<file path="config.mk">
export PLATFORM = sky130hd
export DESIGN_NAME = adc_seq_ctrl
export DESIGN_NICKNAME = d
export VERILOG_FILES = /design/src/rtl/adc_seq_pkg.sv /design/src/rtl/adc_clk_div.sv /design/src/rtl/adc_trig_edge.sv /design/src/rtl/adc_chan_pick.sv /design/src/rtl/adc_seq_ctrl.sv
export SDC_FILE = /design/constraint.sdc
export NUM_CORES = 1
export LEC_CHECK = 0
export CORE_MARGIN = 3
export CORE_UTILIZATION = 45
export DETAILED_ROUTE_END_ITERATION = 12
export PLACE_DENSITY = 0.71
export SLEW_MARGIN = 15
export SYNTH_ARGS = -nofsm -noshare
export SYNTH_HDL_FRONTEND = slang
export SYNTH_SLANG_ARGS = --single-unit
</file>
<file path="constraint.sdc">
create_clock -name clk -period 2.78 [get_ports clk]
set_clock_uncertainty 0.15 [all_clocks]
set_input_delay 0.695 -clock clk [delete_from_list [all_inputs] [get_ports clk]]
set_output_delay 0.695 -clock clk [all_outputs]
set_load 0.02 [all_outputs]
</file>
<file path="src/rtl/adc_seq_pkg.sv">
package adc_seq_pkg;
    localparam int CH_N   = 8;
    localparam int CH_W   = $clog2(CH_N);
    localparam int DIV_W  = 8;
    localparam int RES_W  = 10;
    localparam int CODE_W = 3;
    localparam int TRIG_N = 6;
    localparam int CNT_W  = $clog2(RES_W + 2);

    typedef struct packed {
        logic              pol;
        logic [2:0]        start;
        logic              pwr;
        logic              burst;
        logic [CODE_W-1:0] clks;
        logic [DIV_W-1:0]  div;
        logic [CH_N-1:0]   mask;
    } cfg_t;

    localparam int CFG_BITS = $bits(cfg_t);

    localparam logic [2:0] ST_NONE  = 3'd0;
    localparam logic [2:0] ST_NOW   = 3'd1;
    localparam logic [2:0] ST_EDGE0 = 3'd2;
endpackage

</file>
<file path="src/rtl/adc_clk_div.sv">
module adc_clk_div #(
    parameter int DIV_W = 8
) (
    input  logic             clk,
    input  logic             rst_n,
    input  logic             run_i,
    input  logic [DIV_W-1:0] div_i,
    output logic             tick_o
);
    logic [DIV_W-1:0] cnt_d, cnt_q;

    always_comb begin
        tick_o = run_i && (cnt_q >= div_i);
        if (!run_i || tick_o) cnt_d = '0;
        else                  cnt_d = cnt_q + 1'b1;
    end

    always_ff @(posedge clk or negedge rst_n) begin
        if (!rst_n) cnt_q <= '0;
        else        cnt_q <= cnt_d;
    end

    AST_TICK_SPACING: assert property (@(posedge clk) disable iff (!rst_n)
        (tick_o && div_i != '0) |=> (!tick_o || div_i == '0));
endmodule

</file>
<file path="src/rtl/adc_trig_edge.sv">
module adc_trig_edge #(
    parameter int N = 6
) (
    input  logic         clk,
    input  logic         rst_n,
    input  logic [N-1:0] trig_i,
    output logic [N-1:0] rise_o,
    output logic [N-1:0] fall_o
);
    for (genvar g = 0; g < N; g++) begin : g_line
        // [0] first stage, [1] synchronized level, [2] previous level
        logic [2:0] sh_d, sh_q;

        always_comb sh_d = {sh_q[1:0], trig_i[g]};

        always_ff @(posedge clk or negedge rst_n) begin
            if (!rst_n) sh_q <= '0;
            else        sh_q <= sh_d;
        end

        assign rise_o[g] =  sh_q[1] & ~sh_q[2];
        assign fall_o[g] = ~sh_q[1] &  sh_q[2];
    end
endmodule

</file>
<file path="src/rtl/adc_chan_pick.sv">
module adc_chan_pick #(
    parameter int CH_N = 8,
    parameter int CH_W = $clog2(CH_N)
) (
    input  logic [CH_N-1:0] mask_i,
    input  logic [CH_W-1:0] cur_i,
    output logic [CH_W-1:0] first_o,
    output logic [CH_W-1:0] next_o
);
    always_comb begin
        first_o = '0;
        for (int i = CH_N - 1; i >= 0; i--)
            if (mask_i[i]) first_o = CH_W'(i);
        next_o = first_o;
        for (int i = CH_N - 1; i >= 0; i--)
            if (mask_i[i] && i > int'(cur_i)) next_o = CH_W'(i);
    end
endmodule

</file>
<file path="src/rtl/adc_seq_ctrl.sv">
module adc_seq_ctrl
    import adc_seq_pkg::*;
(
    input  logic                clk,
    input  logic                rst_n,
    input  logic                cfg_wr,
    input  logic [CFG_BITS-1:0] cfg_data,
    input  logic [TRIG_N-1:0]   trig_in,
    input  logic [RES_W-1:0]    sample_in,
    output logic                adc_clk_en,
    output logic                conv_busy,
    output logic [CH_W-1:0]     conv_chan,
    output logic                done,
    output logic [CH_W-1:0]     done_chan,
    output logic [RES_W-1:0]    done_result
);
    typedef struct packed {
        cfg_t             cfg;
        logic             busy;
        logic             burst_run;
        logic             sw_pend;
        logic [CH_W-1:0]  chan;
        logic [CNT_W-1:0] cnt;
        logic [CNT_W-1:0] nclk;
        logic [CNT_W-1:0] nbits;
        logic             done;
        logic [CH_W-1:0]  done_chan;
        logic [RES_W-1:0] res;
    } st_t;

    st_t s_d, s_q;

    logic              tick;
    logic [TRIG_N-1:0] rise, fall;
    logic [CH_N-1:0]   eff_mask;
    logic [CH_W-1:0]   first_ch, next_ch;
    logic [2:0]        tidx;
    logic              edge_hit;
    cfg_t              wcfg;

    assign wcfg     = cfg_data;
    assign eff_mask = (s_q.cfg.mask == '0) ? CH_N'(1) : s_q.cfg.mask;

    adc_clk_div #(.DIV_W(DIV_W)) u_div (
        .clk(clk), .rst_n(rst_n), .run_i(s_q.cfg.pwr),
        .div_i(s_q.cfg.div), .tick_o(tick)
    );

    adc_trig_edge #(.N(TRIG_N)) u_trig (
        .clk(clk), .rst_n(rst_n), .trig_i(trig_in),
        .rise_o(rise), .fall_o(fall)
    );

    adc_chan_pick #(.CH_N(CH_N), .CH_W(CH_W)) u_pick (
        .mask_i(eff_mask), .cur_i(s_q.chan),
        .first_o(first_ch), .next_o(next_ch)
    );

    always_comb begin
        tidx     = s_q.cfg.start - ST_EDGE0;
        edge_hit = (s_q.cfg.start >= ST_EDGE0) &&
                   (s_q.cfg.pol ? fall[tidx] : rise[tidx]);
    end

    always_comb begin
        s_d      = s_q;
        s_d.done = 1'b0;
        if (!s_q.cfg.pwr) begin
            s_d.busy      = 1'b0;
            s_d.burst_run = 1'b0;
            s_d.sw_pend   = 1'b0;
            s_d.cnt       = '0;
        end else if (s_q.busy) begin
            if (tick) begin
                if (s_q.cnt == s_q.nclk - 1'b1) begin
                    s_d.busy      = 1'b0;
                    s_d.done      = 1'b1;
                    s_d.done_chan = s_q.chan;
                    s_d.res       = sample_in >> (CNT_W'(RES_W) - s_q.nbits);
                end else begin
                    s_d.cnt = s_q.cnt + 1'b1;
                end
            end
        end else if (s_q.cfg.burst) begin
            if (s_q.cfg.start == ST_NONE) begin
                s_d.busy      = 1'b1;
                s_d.cnt       = '0;
                s_d.chan      = s_q.burst_run ? next_ch : first_ch;
                s_d.nclk      = CNT_W'(RES_W + 1) - CNT_W'(s_q.cfg.clks);
                s_d.nbits     = CNT_W'(RES_W) - CNT_W'(s_q.cfg.clks);
                s_d.burst_run = 1'b1;
            end
        end else begin
            s_d.burst_run = 1'b0;
            if (s_q.sw_pend || edge_hit) begin
                s_d.busy    = 1'b1;
                s_d.cnt     = '0;
                s_d.chan    = first_ch;
                s_d.nclk    = CNT_W'(RES_W + 1);
                s_d.nbits   = CNT_W'(RES_W);
                s_d.sw_pend = 1'b0;
            end
        end
        if (cfg_wr) begin
            s_d.cfg = wcfg;
            if (wcfg.start == ST_NOW && !wcfg.burst && wcfg.pwr)
                s_d.sw_pend = 1'b1;
        end
    end

    always_ff @(posedge clk or negedge rst_n) begin
        if (!rst_n) s_q <= '0;
        else        s_q <= s_d;
    end

    assign adc_clk_en  = tick;
    assign conv_busy   = s_q.busy;
    assign conv_chan   = s_q.chan;
    assign done        = s_q.done;
    assign done_chan   = s_q.done_chan;
    assign done_result = s_q.res;

    AST_DONE_AFTER_BUSY: assert property (@(posedge clk) disable iff (!rst_n)
        s_q.done |-> $past(s_q.busy));
    AST_CHAN_HELD: assert property (@(posedge clk) disable iff (!rst_n)
        (s_q.busy && $past(s_q.busy)) |-> $stable(s_q.chan));
    AST_BURST_START_BLOCK: assert property (@(posedge clk) disable iff (!rst_n)
        $rose(s_q.busy) |-> !($past(s_q.cfg.burst) && $past(s_q.cfg.start) != ST_NONE));
    AST_PWR_IDLE: assert property (@(posedge clk) disable iff (!rst_n)
        !s_q.cfg.pwr |=> !s_q.busy);
    AST_RES_WIDTH: assert property (@(posedge clk) disable iff (!rst_n)
        s_q.done |-> ((s_q.res >> s_q.nbits) == '0));
endmodule

</file>
==> impl_metrics.ini, run 1 <==
[placement]
dpl.cell_count = 595
place_area_mm2 = 0.005104
dp_hpwl_um = 6789
io_buffers = 62
place_ws_ps = -74.12
gp_congestion = 0.8277

[yosys]
synth_common_cells = dfrtp_1, nand2_1, o21ai_0
synth_cell_type_count = 62
synth_xor_area_share_pct = 3.649
yosysMostFrequentCell = dfrtp_1
yosys.area_share.adder_pct = 4.344
yosys.area.top_type_share_pct = 48.07
synth_area_leaders = dfrtp_1, mux2_2, ha_1, nand2_1, o21ai_0
synth_edf_count = 0
synth_top_family_by_area = compound AO/OA/AOI/OAI gates
ys_ff_latch = 83
synth_compound_area_share_pct = 16.25
synthMuxAreaShare_pct = 8.920
ys_seq_area_share_pct = 48.07
synth_nets = 469
synth-simple-area-share_pct = 12.34
synth_flop_cell = dfrtp_1
synth_area_mm2 = 0.004320
synthCells = 410
yosysWarnings = 0
syn_avg_cell_area_um2 = 10.54
yosysTopAreaCell = dfrtp_1
async_flop_share_pct = 100.0

[run_status]
status = finished, violations left
violations = negative setup slack

[cts]
clockBufferDepth = 2
clk_pin_slew_ps = 100
ctsRootBufferMaster = clkbuf_8
cts-buffers-inserted = 9
cts_tree = built
cts_sinks = 83
htreeDepth = 3
worstSkewPairLatency_ps = 370

[die]
core_area_mm2 = 0.009284
die_h_um = 104.0
dieArea_mm2 = 0.01081
rows = 35
io_pins = 63
die_w_um = 104.0
start_util_pct = 46.54

[power_and_ir_drop]
leakage_nw = 2.466
p_clk_share_pct = 28.6
combPwrFrac_pct = 30.3
p_int_mw = 2.353
p_per_area_mw_per_mm2 = 649.8
p_switching_mw = 1.179
seq_power_share_pct = 41.1
ir_worst_vdd_v = 0.0002695
power_switching_share_pct = 33.38
power.total_mw = 3.532

[critical_path]
crit_chain = inv_1, ha_1, nand2b_4, a211o_1, and3_4, nor2_4, nor2_2, buf_6
reg2reg_depth = 8
cp-start-kind = register
setup.worst_path.end_class = primary output
max_stage_delay_ps = 350
crit_type = register to primary output
cp_max_fo = 2
cp_data_arrival_time_ps = 1960
cp_slowest_cell = dfrtp_1
critPathRequiredTime_ps = 1930
cp_num_buf_inv = 2
critPathTopFamily = simple AND/OR/NAND/NOR gates
cp.depth = 8

[worst_hold_path]
hp-class = input port to async pin

[timing]
slew_headroom_pct = 59.53
setup_tns_ps = -29.19
rsz0062_at_grt = true
finalCritPeriodShare_pct = 101.1
hold_ws_ps = 169.3
setup_violations = 1
slew_violations = 0
fmax_mhz = 356.0
hold_viol = 0
period_minus_slack_ps = 2809
finalWorstSetupSlack_ps = -29.19
worst_pin_slew_ps = 607.0

[final_layout]
final_cell_area_mm2 = 0.005435
instances_no_fill = 614
n_fill_cell = 812
drive_gt1_share_pct = 17.94
nets = 539
diodes = 0
post-route-util_pct = 58.54
syn2layout_area_growth_pct = 25.80

[detailed_routing]
vias = 3329
dr.pass1.iters = 4
drc = 0
drt-total-wl_um = 9736
antenna_left = 0
drt_first_iter_violations = 139
routedWlPerCell_um = 15.86
viasPerCell = 5.422

[global_routing]
grt-ovfl-total = 0
track_usage_pct = 18.45
grt_max_degree = 47
antenna_found_initial = 0
grt_pass1_wl_um = 16220
grt_pass1_vias = 3426

[job]
maxCapViolations = 0
==> per-layer routing <==
metal / track usage (%) / vias up / wire, um
li1: - / 1589 / -
met1: 22.96 / 1650 / 4220
met2: 31.15 / 82 / 4930
met3: 4.159 / 8 / 472
met4: 7.407 / 0 / 113
met5: 0 / - / 0
==> worst paths after layout <==
kind                                     startpoint  slack (ps)                       end
min in group clk           u_trig.g_line[0].sh_q[0]         210  u_trig.g_line[0].sh_q[1]
hold / removal                                rst_n         170              conv_chan[2]
setup / recovery                     u_div.cnt_q[0]         -30                adc_clk_en
max in group asynchronous                     rst_n        1640              conv_chan[0]
setup reg to reg                            s_q[55]         100                   s_q[25]
hold reg to reg            u_trig.g_line[0].sh_q[0]         210  u_trig.g_line[0].sh_q[1]
==> state kept, by name (all words and copies together) (netlist names) <==
| name | count |
|---|---|
| conv_busy | 1 |
| conv_chan | 3 |
| done | 1 |
| done_chan | 3 |
| done_result | 10 |
| s_q | 39 |
| u_div.cnt_q | 8 |
| u_trig.g_line.sh_q | 18 |
==> power groups by stage <==
stage / clock, mW / sequential (mW) / combinational, mW
floorplan: 0 / 1.42 / 0.727
global placement: 0 / 1.46 / 0.992
detailed placement: 0 / 1.47 / 1.03
CTS: 1.03 / 1.45 / 1.04
global route: 1.07 / 1.47 / 1.18
finish: 1.01 / 1.45 / 1.07
==> kinds of logic after synthesis <==
logic type,count (synthesis)
simple gates,109
compound gates,100
flops,83
buf+inv,54
mux,31
xor+xnor,18
fa+ha+maj,15
==> cell usage in the layout, fill, tap and decap left out, types with 7 or more instances in the layout <==
master / Yosys / layout
mux2i_1: 7 / 7
buf_4: 16 / 31
clkbuf_8: 0 / 9
o21ai_0: 27 / 27
o31ai_1: 7 / 7
nand2_1: 36 / 36
clkdlybuf4s50_1: 0 / 60
xor2_1: 14 / 14
inv_1: 21 / 21
ha_1: 15 / 14
dfrtp_1: 83 / 83
nor2_1: 25 / 23
a21oi_1: 15 / 14
mux2_2: 20 / 20
nand3_1: 8 / 8
==> area by class of cell <==
type	instances	area (um2)	area share, %
clock buffers	9	123.9	2.279
clock inverters	7	105.1	1.934
repair buffers	92	844.6	15.54
well taps	129	161.4	2.970
inverters	21	78.83	1.450
flip-flops and latches	83	2077	38.21
multi-input cells	273	2044	37.62
==> timing repair <==
action	in CTS	in global routing
endpoints found under the setup margin	1	10
pin swaps	6	5
gates resized for setup	11	10
buffers inserted	1	2
hold buffers	0	0
(Power assumes the default switching activity.)
==> inputs of run 2 (changes only) <==
ABC_AREA = 0   (was default)
CORE_ASPECT_RATIO = 0.7   (was default)
clock period = 2.8 ns   (was 2.78 ns; I/O delays follow)
==> run 2 against run 1 <==
Effect of this change: the flow now finishes without violations; sequential power about the same; cell count decreased by 0.33%; routed wire length decreased by 4.3%; first-iteration DRC count increased by 100%; hold slack got worse by 2.8 ps; non-clock buffer count increased by 3; setup slack improved by 41 ps; utilization increased by 1.4 points; die area increased by 0.17%; power increased by 6.0%; sequential share of layout area decreased by 0.62 points; largest power group unchanged.
==> impl_metrics.ini, run 2 (synthesis gave the netlist of run 1 again) <==
[run_status]
status = completed

[die]
rows = 29
die_h_um = 87.98
core_area_mm2 = 0.009216
die_w_um = 123.1
io_pins = 63
dieArea_mm2 = 0.01083
start_util_pct = 46.88

[critical_path]
max_stage_delay_ps = 380
crit_type = register to primary output
setup.worst_path.end_class = primary output
cp_num_buf_inv = 1
cp-start-kind = register
cp_data_arrival_time_ps = 1940
critPathRequiredTime_ps = 1950
cp_slowest_cell = dfrtp_1
cp_max_fo = 2
crit_chain = ha_1, and3_4, nor2b_2, a211o_1, nor2_4, nor2_2, buf_6
critPathTopFamily = simple AND/OR/NAND/NOR gates

[worst_hold_path]
hp-class = input port to async pin

[timing]
period_minus_slack_ps = 2788
finalCritPeriodShare_pct = 99.56
finalWorstSetupSlack_ps = 12.25
slew_violations = 0
slew_headroom_pct = 66.00
rsz0062_at_grt = true
setup_violations = 0
hold_viol = 0
worst_pin_slew_ps = 510.0
fmax_mhz = 358.7
hold_ws_ps = 166.5

[global_routing]
grt_pass1_vias = 3116
antenna_found_initial = 0
grt_max_degree = 49
track_usage_pct = 18.14
grt_pass1_wl_um = 15170
grt-ovfl-total = 0

[cts]
cts_tree = built
htreeDepth = 3
ctsRootBufferMaster = clkbuf_16
worstSkewPairLatency_ps = 340
cts-buffers-inserted = 9
cts_sinks = 83
clk_pin_slew_ps = 60
clockBufferDepth = 2
holdBufCountCts = 0

[detailed_routing]
vias = 3234
routedWlPerCell_um = 15.23
drc = 0
drt_first_iter_violations = 278
drt-total-wl_um = 9321
dr.pass1.iters = 4
antenna_left = 0
viasPerCell = 5.284

[placement]
dpl.cell_count = 587
io_buffers = 62
gp_congestion = 0.8607
place_ws_ps = -84.35
dp_hpwl_um = 6663

[power_and_ir_drop]
leakage_nw = 2.518
p_per_area_mw_per_mm2 = 677.3
ir_worst_vdd_v = 0.0003763

[final_layout]
syn2layout_area_growth_pct = 27.89
final_cell_mix = dfrtp_1, clkdlybuf4s50_1, nand2_1
nets = 542
drive_gt1_share_pct = 17.83
n_fill_cell = 779
largest_register_ffs = 39
largest_register = s_q
instances_no_fill = 612
diodes = 0
final_common_cell = dfrtp_1

[job]
maxCapViolations = 0
run 2: cell types whose count changed in the layout (fill, tap and decap cells not counted), moves of 2 or more:
cell       previous run  this run
buf_4                31        33
clkbuf_1              0         2
clkbuf_16             0         9
clkbuf_8              9         1
inv_6                 3         0
o21ai_0              27        25
o21ai_1               0         2
run 2: final timing paths:
kind                                           from                  endpoint  slack (ps)  cells past startpoint
max                                  u_div.cnt_q[7]                adc_clk_en          10                      7
min                                           rst_n              conv_chan[0]         170                      1
max reg2reg                          u_div.cnt_q[6]            u_div.cnt_q[6]          70                     15
min reg2reg                u_trig.g_line[0].sh_q[0]  u_trig.g_line[0].sh_q[1]         200                      0
max in group asynchronous                     rst_n                 conv_busy        1710                      2
min in group clk           u_trig.g_line[0].sh_q[0]  u_trig.g_line[0].sh_q[1]         200                      0
run 2: layer usage:
layer,part of all wire (%),global-route usage [%],wire length [um]
met2,45,27.22,4233
met5,0,0,0
met4,1.4,5.126,126
met3,5.7,6.068,529
met1,48,25.31,4431
run 2: timing repair:
item / CTS / global route
setup endpoints to repair: 1 / 11
endpoints found under the hold margin: 0 / 0
buffers inserted: 7 / 2
pin swaps: 3 / 5
resized for setup: 8 / 11
cloned: 0 / 0
run 2: area by class of cell:
cell class / instances / area (um2) / share of cell area (%)
inverter: 21 / 78.83 / 1.427
clock inverter: 4 / 73.82 / 1.336
sequential: 83 / 2077 / 37.59
clock buffer: 12 / 246.5 / 4.461
multi-input combinational: 273 / 2014 / 36.46
tap: 124 / 155.1 / 2.808
timing repair buffer: 95 / 879.6 / 15.92
run 2: per-stage QoR:
| stage | setup TNS [ps] | power (mW) | util, % | cell area, um2 |
|---|---|---|---|---|
| 3_3_place_gp | -40.08 | 2.452 | 55.20 | 5087 |
| 4_1_cts | 0 | 3.755 | 59.44 | 5478 |
| 3_5_place_dp | -84.35 | 2.479 | 55.20 | 5087 |
| 5_1_grt | -123.5 | 3.959 | 59.95 | 5525 |
| 2_1_floorplan | 0 | 2.135 | - | 4320 |
| 6_report | 0 | 3.742 | 59.95 | 5525 |
run 2: power breakdown:
part | total [mW] | internal (mW) | switching, mW | leakage, nW
clock network | 1.25 | 0.805 | 0.447 | 0.157
registers | 1.45 | 1.31 | 0.142 | 0.997
logic | 1.04 | 0.495 | 0.540 | 1.36
